File: src/rtl/rib_pkg.sv
package rib_pkg;

    localparam int MODE_RATE_BIT  = 15;
    localparam int MODE_MASK_LSB  = 4;
    localparam int MODE_MASK_W    = 11;
    localparam int MODE_ADJ_W     = 4;
    localparam int ACT_PAUSE_BIT  = 12;
    localparam int ACT_FILT_BIT   = 14;
    localparam int ACT_QCONG_BIT  = 15;

    typedef enum logic { LIMIT_DROP = 1'b0, LIMIT_PAUSE = 1'b1 } limit_act_e;
    typedef enum logic { REL_AT_EMPTY = 1'b0, REL_AT_CBS = 1'b1 } rel_mode_e;

    typedef struct packed {
        logic                   rate_based;
        logic [MODE_MASK_W-1:0] type_mask;
        logic [MODE_ADJ_W-1:0]  byte_adj;
        limit_act_e             action;
        logic                   charge_filt;
        logic                   charge_qcong;
    } bucket_cfg_t;

    function automatic bucket_cfg_t decode_cfg(input logic [15:0] mode_w,
                                               input logic [15:0] act_w);
        bucket_cfg_t c;
        c.rate_based   = mode_w[MODE_RATE_BIT];
        c.type_mask    = mode_w[MODE_MASK_LSB +: MODE_MASK_W];
        c.byte_adj     = mode_w[MODE_ADJ_W-1:0];
        c.action       = limit_act_e'(act_w[ACT_PAUSE_BIT]);
        c.charge_filt  = act_w[ACT_FILT_BIT];
        c.charge_qcong = act_w[ACT_QCONG_BIT];
        return c;
    endfunction

endpackage

File: src/rtl/rib_charge.sv
module rib_charge
    import rib_pkg::*;
#(
    parameter int LEN_W = 14,
    parameter int INC_W = 12,
    localparam int CHG_W = LEN_W + 1 + INC_W
) (
    input  bucket_cfg_t      cfg,
    input  logic             frm_valid,
    input  logic             member_hit,
    input  logic [3:0]       frm_type,
    input  logic [LEN_W-1:0] frm_len,
    input  logic             frm_filtered,
    input  logic             frm_qcong,
    input  logic [INC_W-1:0] incr,
    output logic             eligible,
    output logic [CHG_W-1:0] charge
);
    logic [15:0]      mask_pad;
    logic             type_ok;
    logic             acct_ok;
    logic [LEN_W:0]   bytes;

    always_comb begin
        mask_pad = {{(16-MODE_MASK_W){1'b0}}, cfg.type_mask};
        type_ok  = cfg.rate_based | mask_pad[frm_type];
        acct_ok  = (!frm_filtered || cfg.charge_filt) && (!frm_qcong || cfg.charge_qcong);
        eligible = frm_valid && member_hit && type_ok && acct_ok;
        bytes    = (LEN_W+1)'(frm_len) + (LEN_W+1)'(cfg.byte_adj);
        charge   = CHG_W'(bytes) * CHG_W'(incr);
    end
endmodule

File: src/rtl/rib_drain.sv
module rib_drain #(
    parameter int FILL_W = 28,
    parameter int RATE_W = 16
) (
    input  logic [FILL_W-1:0] level,
    input  logic              tick,
    input  logic [RATE_W-1:0] rate,
    output logic [FILL_W-1:0] drained
);
    logic [FILL_W-1:0] rate_ext;

    always_comb begin
        rate_ext = FILL_W'(rate);
        if (!tick)
            drained = level;
        else if (level > rate_ext)
            drained = level - rate_ext;
        else
            drained = '0;
    end
endmodule

File: src/rtl/rib_fc_port.sv
module rib_fc_port
    import rib_pkg::*;
#(
    parameter int FILL_W = 28,
    parameter int LIM_W  = 24
) (
    input  logic              clk,
    input  logic              rst_n,
    input  logic              unit_init,
    input  logic              member,
    input  rel_mode_e         rel_mode,
    input  logic              set_pause,
    input  logic [FILL_W-1:0] level_next,
    input  logic [LIM_W-1:0]  cbs,
    output logic              pause
);
    logic pause_d, pause_q;
    logic release_ok;

    always_comb begin
        if (rel_mode == REL_AT_CBS)
            release_ok = level_next <= FILL_W'(cbs);
        else
            release_ok = level_next == '0;

        pause_d = pause_q;
        if (unit_init || !member)
            pause_d = 1'b0;
        else if (set_pause)
            pause_d = 1'b1;
        else if (pause_q && release_ok)
            pause_d = 1'b0;
    end

    always_ff @(posedge clk or negedge rst_n) begin
        if (!rst_n) pause_q <= 1'b0;
        else        pause_q <= pause_d;
    end

    assign pause = pause_q;
endmodule

File: src/rtl/rib_bucket.sv
module rib_bucket
    import rib_pkg::*;
#(
    parameter int NPORT  = 4,
    parameter int LEN_W  = 14,
    parameter int INC_W  = 12,
    parameter int RATE_W = 16,
    parameter int LIM_W  = 24,
    parameter int FILL_W = 28,
    localparam int PW    = (NPORT > 1) ? $clog2(NPORT) : 1,
    localparam int CHG_W = LEN_W + 1 + INC_W,
    localparam int SUM_W = ((FILL_W > CHG_W) ? FILL_W : CHG_W) + 1
) (
    input  logic              clk,
    input  logic              rst_n,
    input  logic              unit_init,
    input  logic              tick,
    input  logic [15:0]       cfg_mode,
    input  logic [INC_W-1:0]  cfg_incr,
    input  logic [RATE_W-1:0] cfg_rate,
    input  logic [LIM_W-1:0]  cfg_cbs,
    input  logic [LIM_W-1:0]  cfg_ebs,
    input  logic [15:0]       cfg_action,
    input  logic [NPORT-1:0]  port_member,
    input  logic [NPORT-1:0]  fc_rel_mode,
    input  logic              frm_valid,
    input  logic [PW-1:0]     frm_port,
    input  logic [LEN_W-1:0]  frm_len,
    input  logic [3:0]        frm_type,
    input  logic              frm_filtered,
    input  logic              frm_qcong,
    output logic              frm_drop,
    output logic [NPORT-1:0]  pause,
    output logic [FILL_W-1:0] fill_level
);
    localparam logic [FILL_W-1:0] FILL_MAX = '1;

    typedef struct packed {
        logic [FILL_W-1:0] level;
        logic              drop;
    } bkt_state_t;

    bucket_cfg_t       cfg;
    bkt_state_t        st_d, st_q;
    logic [2**PW-1:0]  member_pad;
    logic              member_hit;
    logic              eligible;
    logic [CHG_W-1:0]  charge;
    logic [FILL_W-1:0] drained;
    logic [SUM_W-1:0]  sum;
    logic [FILL_W-1:0] sat_sum;
    logic              over;
    logic              set_pause;

    assign cfg        = decode_cfg(cfg_mode, cfg_action);
    assign member_pad = (2**PW)'(port_member);
    assign member_hit = member_pad[frm_port];

    rib_charge #(.LEN_W(LEN_W), .INC_W(INC_W)) u_charge (
        .cfg          (cfg),
        .frm_valid    (frm_valid),
        .member_hit   (member_hit),
        .frm_type     (frm_type),
        .frm_len      (frm_len),
        .frm_filtered (frm_filtered),
        .frm_qcong    (frm_qcong),
        .incr         (cfg_incr),
        .eligible     (eligible),
        .charge       (charge)
    );

    rib_drain #(.FILL_W(FILL_W), .RATE_W(RATE_W)) u_drain (
        .level   (st_q.level),
        .tick    (tick),
        .rate    (cfg_rate),
        .drained (drained)
    );

    always_comb begin
        sum       = SUM_W'(drained) + SUM_W'(charge);
        over      = eligible && (sum > SUM_W'(cfg_ebs));
        sat_sum   = (sum > SUM_W'(FILL_MAX)) ? FILL_MAX : sum[FILL_W-1:0];
        set_pause = over && (cfg.action == LIMIT_PAUSE) && !unit_init;

        st_d = st_q;
        if (unit_init) begin
            st_d.level = '0;
            st_d.drop  = 1'b0;
        end else begin
            st_d.drop = over && (cfg.action == LIMIT_DROP);
            if (eligible && !st_d.drop)
                st_d.level = sat_sum;
            else
                st_d.level = drained;
        end
    end

    always_ff @(posedge clk or negedge rst_n) begin
        if (!rst_n) st_q <= '0;
        else        st_q <= st_d;
    end

    for (genvar p = 0; p < NPORT; p++) begin : g_port
        rib_fc_port #(.FILL_W(FILL_W), .LIM_W(LIM_W)) u_fc (
            .clk        (clk),
            .rst_n      (rst_n),
            .unit_init  (unit_init),
            .member     (port_member[p]),
            .rel_mode   (rel_mode_e'(fc_rel_mode[p])),
            .set_pause  (set_pause),
            .level_next (st_d.level),
            .cbs        (cfg_cbs),
            .pause      (pause[p])
        );
    end

    assign frm_drop   = st_q.drop;
    assign fill_level = st_q.level;
endmodule

File: config.mk
export PLATFORM = sky130hd
export DESIGN_NAME = rib_bucket
export DESIGN_NICKNAME = d
export VERILOG_FILES = /design/src/rtl/rib_pkg.sv /design/src/rtl/rib_charge.sv /design/src/rtl/rib_drain.sv /design/src/rtl/rib_fc_port.sv /design/src/rtl/rib_bucket.sv
export SDC_FILE = /design/constraint.sdc
export NUM_CORES = 1
export LEC_CHECK = 0
export ABC_AREA = 1
export CAP_MARGIN = 20
export CORE_ASPECT_RATIO = 0.9
export CORE_MARGIN = 8
export CORE_UTILIZATION = 35
export CTS_CLUSTER_SIZE = 14
export DETAILED_ROUTE_END_ITERATION = 12
export GPL_TIMING_DRIVEN = 0
export PLACE_DENSITY = 0.56
export SYNTH_ARGS = -nofsm -noshare
export SYNTH_HDL_FRONTEND = slang
export SYNTH_SLANG_ARGS = --single-unit
File: constraint.sdc
create_clock -name clk -period 25.7 [get_ports clk]
set_input_delay 5.14 -clock clk [delete_from_list [all_inputs] [get_ports clk]]
set_output_delay 5.14 -clock clk [all_outputs]
set_load 0.02 [all_outputs]
# Word-level counts from Yosys, hierarchy flattened
# Cells that the tools add are included.
[word_totals]
out_inout_bits = 33
ff_bits = 33
[classes]
reduce_logical = 32
n_lt_le_gt_ge = 6
bitwise_logic = 2
muxes = 25
addsub = 3
n_mul = 1
[ops]
columns = ["op", "n"]
rows = [
  ["28-bit 2-to-1 mux", 4],
  ["28-bit by 27-bit adder with 29-bit output", 1],
  ["29-bit by 24-bit greater-than comparator with 1-bit output", 1],
  ["29-bit by 28-bit greater-than comparator with 1-bit output (second input constant)", 1],
  ["29-bit 2-to-1 mux", 1],
  ["28-bit by 16-bit greater-than comparator with 1-bit output", 1],
  ["28-bit by 24-bit less-or-equal comparator with 1-bit output", 1],
  ["28-bit zero test", 1],
  ["28-bit by 16-bit subtractor with 28-bit output", 1],
  ["15-bit by 12-bit multiplier with 27-bit output", 1],
  ["1-bit 2-to-1 mux", 18],
  ["14-bit by 4-bit adder with 15-bit output", 1],
  ["1-bit logical AND", 13],
  ["3-bit nonzero test", 4],
  ["1-bit zero test", 8],
  ["1-bit logical OR", 6],
  ["4-bit by 5-bit less-than comparator with 1-bit output (second input constant)", 1],
  ["1-bit binary-select mux with 4-bit select", 1],
  ["2-bit by 3-bit less-than comparator with 1-bit output (second input constant)", 1],
  ["1-bit binary-select mux with 2-bit select", 1],
  ["1-bit inverter", 1],
  ["1-bit bitwise OR", 1],
]

# Longest topological paths before layout
[logic_depth]
depth_word = 17
ltp_mapped = 68

# By module
# A second synthesis with hierarchy kept.
[hier_totals]
hier_cells = 2603
area_unflattened_um2 = 16021.6
[modules_own_cells]
columns = ["module", "cells_per_inst", "instances", "area_per_inst_um2", "seq_area_each_um2"]
rows = [
  ["rib_charge", 987, 1, 6781.5, 0.0],
  ["rib_bucket", 627, 1, 3822.4, 725.7],
  ["rib_fc_port", 151, 4, 874.6, 25.0],
  ["rib_drain", 385, 1, 1919.3, 0.0],
]

# Least setup slack after synthesis
# OpenSTA, ideal clock, no wires.
[synth_timing]
path_kind = "in2reg"
start = "input cfg_mode[0]"
end = "register g_port[1].u_fc.pause_q"
n_path_buf = 2
setup_slack_ps = 11726
stages = 59
t_arrival_ps = 13850
t_required_ps = 25576
cell_sequence = "ha_1 inv_1 fa_1 o31ai_1 nand4_1 nor2_1 inv_1 nor2_1 a31oi_1 a21oi_1 inv_1 nor2_1 fa_1 fa_1 fa_1 fa_1 inv_1 fa_1 [... 23 more ...] buf_8 buf_12 nand3_2 nand3_2 inv_1 ha_1 a21oi_1 o21ai_0 nand3_1 a21oi_1 o21ai_0 a31oi_1 o21ai_0 nand3_1 nand3_1 inv_1 nand2_1 a21oi_1"
[synth_between]
elab_chain_cells = 14
[synth_rtl]
columns = ["element", "line", "text"]
rows = [
  ["from (decl)", "rib_bucket.sv:18", "input logic [15:0] cfg_mode,"],
  ["14-bit by 4-bit adder with 15-bit output (*)", "rib_charge.sv:29", "bytes = (LEN_W+1)'(frm_len) + (LEN_W+1)'(cfg.byte_adj);"],
  ["15-bit by 12-bit multiplier with 27-bit output (*)", "rib_charge.sv:30", "charge = CHG_W'(bytes) * CHG_W'(incr);"],
  ["28-bit by 27-bit adder with 29-bit output (*)", "rib_bucket.sv:80", "sum = SUM_W'(drained) + SUM_W'(charge);"],
  ["29-bit by 24-bit greater-than comparator with 1-bit output", "rib_bucket.sv:81", "over = eligible && (sum > SUM_W'(cfg_ebs));"],
  ["1-bit logical AND", "rib_bucket.sv:81", ""],
  ["1-bit logical AND", "rib_bucket.sv:90", "st_d.drop = over && (cfg.action == LIMIT_DROP);"],
  ["1-bit zero test", "rib_bucket.sv:91", "if (eligible && !st_d.drop)"],
  ["1-bit logical AND", "rib_bucket.sv:91", ""],
  ["28-bit 2-to-1 mux (*)", "rib_bucket.sv:91", ""],
  ["29-bit 2-to-1 mux (*)", "rib_bucket.sv:86", "if (unit_init) begin"],
  ["via g_port[0].u_fc.level_next[7]", "rib_fc_port.sv:13", "input logic [FILL_W-1:0] level_next,"],
  ["28-bit by 24-bit less-or-equal comparator with 1-bit output or 28-bit zero test (tied branches)", "rib_fc_port.sv:22, rib_fc_port.sv:24", ""],
  ["1-bit 2-to-1 mux (*)", "rib_fc_port.sv:21", "if (rel_mode == REL_AT_CBS)"],
  ["1-bit logical AND (*)", "rib_fc_port.sv:31", "else if (pause_q && release_ok)"],
  ["3-bit nonzero test (no line) (*)", "-", ""],
  ["to (signal assigned)", "rib_fc_port.sv:37", "else pause_q <= pause_d;"],
  ["to (decl)", "rib_fc_port.sv:17", "logic pause_d, pause_q;"],
]
# Mark *: on every way through the listed nets, which the timed path passes. The rest lies on a longest branch.
# A chain may end at the register's enable or synchronous reset.

# Final worst setup path
# Ends and elaborated chain as after synthesis.

==> flow_metrics.py <==
metrics = {
    "status": {
        "run_status": "completed",
    },
    "synthesis": {
        "asyncSetResetFlopFracSynth": 1.00,
        "synth_seq_area_share": 0.0680,
        "synth_warnings": 0,
        "post_synth.cell_area_avg_um2": 6.92,
        "syn-num-nets": 2195,
        "flip_flop_cell_with_the_highest_count_after_synthesis": "sky130_fd_sc_hd__dfrtp_1",
        "post_synth_instance_area_mm2": 0.0121,
        "number_of_synthesized_register_bits": 33,
        "synth.distinct_cells": 54,
        "synth_enable_flop_cells": 0,
        "synth_cells": 1756,
    },
    "clock_network": {
        "cts.hold.buffers_added": 0,
        "cts_inserted_buffers": 5,
        "clk_root_buffer_cell": "sky130_fd_sc_hd__clkbuf_16",
        "htree_levels": 2,
        "cts_setup_buffers": 0,
        "tritoncts_num_sinks": 33,
        "cts.reportedPaths.clkPinSlew_ps": 60,
        "cts_max_path_buffers": 2,
        "clkLatencyLatePin_ps": 280,
        "cts_tree": "done",
        "post_cts_resize_count": 0,
    },
    "detailed_routing": {
        "route.vias.total": 11400,
        "route.final.wire_length_mm": 39.7,
        "drt-vias-per-instance": 4.78,
        "first_pass_iters": 5,
        "avg_wl_per_cell_um": 16.6,
        "initialDrtViolationCount": 770,
        "ant_nets_after_route": 0,
        "route.detailed.drc": 0,
    },
    "finish": {
        "antenna_cells": 0,
        "area.growth.synth_to_final_pct": 19.2,
        "drive_above_1_share": 0.0520,
        "postLayoutCellArea_mm2": 0.0145,
        "layout.nets": 2360,
        "instances_no_fill": 2384,
        "most_common_library_cell_in_the_layout_ignoring_fill_and_taps": "sky130_fd_sc_hd__inv_1",
        "mostFrequentLayoutCells": "sky130_fd_sc_hd__inv_1, sky130_fd_sc_hd__nand2_1, sky130_fd_sc_hd__nor2_1",
    },
    "global_routing": {
        "groute.usage.overall": 0.198,
        "grt_start_max_net_pins": 34,
        "antenna_found_initial": 0,
        "gr-total-overflow": 0,
        "first_global_vias": 11900,
        "grt_first_pass_wirelength_mm": 63.5,
    },
    "sta": {
        "setup_tns_ps": 0,
        "tightestPinTransition_ps": 1050,
        "final.hold.worst_slack_ps": 645,
        "report.final.hold_viol_count": 0,
        "fmax_achieved_mhz": 63.6,
        "setup_violations": 0,
        "timing.slew.headroom": 0.298,
        "period_minus_slack_ps": 15730,
        "rsz_0062_raised_after_global_routing": "false",
        "fin_clk_skew_ps": 5.80,
        "post-route-period-util": 0.612,
        "slew_violations": 0,
    },
    "placement": {
        "gp_congestion": 0.909,
        "place.detailed.instances": 2376,
        "postPlaceCellArea_mm2": 0.0143,
        "dp.final_hpwl_mm": 35.9,
        "buffer_ports.inserted": 158,
    },
    "critical_path": {
        "most_frequent_cp_cell": "sky130_fd_sc_hd__nand2_1",
        "crit_type": "primary input to flop",
        "critical_path.max_fanout": 10,
        "cp_slowest_cell": "sky130_fd_sc_hd__fa_1",
        "arrival_time_at_the_worst_endpoint_ps": 15890,
        "crit_path_max_incr_delay_ps": 550,
        "worstSetupStartpointType": "primary input",
        "worst_ep_required_time_ps": 25860,
        "worst_setup_ep_type": "flop",
    },
    "floorplan": {
        "dieHeight_um": 193,
        "initial_utilization": 0.356,
        "design.core.area_mm2": 0.0341,
        "fp.dieArea_mm2": 0.0409,
        "core.rowCount": 64,
        "chipWidth_um": 212,
        "design.portCount": 176,
    },
    "min_path": {
        "timing.hold.worst.class": "flop to flop",
    },
    "flow_run": {
        "cap_violations": 0,
    },
}
==> logic make-up after synthesis <==
family | share of synthesized area
fa+ha+maj | 0.403
simple gates | 0.267
mux | 0.000824
buf+inv | 0.162
flops | 0.0680
xor+xnor | 0.0281
compound gates | 0.0721
==> worst paths after layout <==
kind,cells past startpoint,to,start,slack (ps)
min reg2reg,4,g_port[3].u_fc.pause$_DFFE_PN0P_,g_port[3].u_fc.pause$_DFFE_PN0P_,640
max,58,g_port[1].u_fc.pause$_DFFE_PN0P_,cfg_mode[0],9970
min in group asynchronous,1,fill_level[9]$_DFF_PN0_,rst_n,4940
min,4,g_port[3].u_fc.pause$_DFFE_PN0P_,g_port[3].u_fc.pause$_DFFE_PN0P_,640
max in group asynchronous,1,fill_level[19]$_DFF_PN0_,rst_n,20280
max reg2reg,59,g_port[1].u_fc.pause$_DFFE_PN0P_,fill_level[15]$_DFF_PN0_,15580
==> routing by layer <==
metal	share of wire	vias to the layer above	global-route usage
li1	-	5612	-
met1	0.48	5409	0.285
met2	0.43	319	0.307
met3	0.059	46	0.0286
met4	0.026	0	0.0488
met5	0	-	0
==> cells in the mapped netlist, types with 14 or more instances <==
| library cell | n | area [µm²] |
|---|---|---|
| sky130_fd_sc_hd__nor2_1 | 192 | 721 |
| sky130_fd_sc_hd__a21oi_1 | 73 | 365 |
| sky130_fd_sc_hd__dfrtp_1 | 33 | 826 |
| sky130_fd_sc_hd__nand2_2 | 17 | 106 |
| sky130_fd_sc_hd__xor2_1 | 25 | 219 |
| sky130_fd_sc_hd__nand4_1 | 16 | 100 |
| sky130_fd_sc_hd__xnor2_1 | 14 | 123 |
| sky130_fd_sc_hd__nand2_1 | 354 | 1330 |
| sky130_fd_sc_hd__ha_1 | 138 | 1730 |
| sky130_fd_sc_hd__fa_1 | 158 | 3160 |
| sky130_fd_sc_hd__o21ai_0 | 31 | 155 |
| sky130_fd_sc_hd__clkbuf_1 | 17 | 63.8 |
| sky130_fd_sc_hd__inv_1 | 464 | 1740 |
| sky130_fd_sc_hd__nand3_2 | 20 | 200 |
| sky130_fd_sc_hd__nand3_1 | 88 | 440 |
==> registers in the layout (all words and copies together), names as in the netlist <==
register,cells
fill_level,28
frm_drop,1
g_port.u_fc.pause,4
==> final cells by class <==
type / instances / area, µm²
Fill cell: 3672 / 19600
Sequential cell: 33 / 826
Tap cell: 462 / 578
Inverter: 470 / 1760
Buffer: 32 / 199
Clock buffer: 5 / 125
Multi-Input combinational cell: 1221 / 9350
Clock inverter: 3 / 46.3
Timing Repair Buffer: 158 / 1580
==> through the flow <==
step | setup WS (ps) | utilization
2_1_floorplan | 11730 | -
3_3_place_gp | 9700 | 0.419
3_5_place_dp | 9640 | 0.419
4_1_cts | 9890 | 0.424
5_1_grt | 8870 | 0.424
6_report | 9970 | 0.424
==> worst max-delay path: cells and delay by family <==
kind	cells	cell delay, ps
fa+ha+maj	10	4140
compound gates	13	2550
xor+xnor	1	160
buf+inv	10	1350
simple gates	24	2500
Power is not shown: default switching activity piles up to over one toggle a cycle in this logic, so the estimate is an artifact.
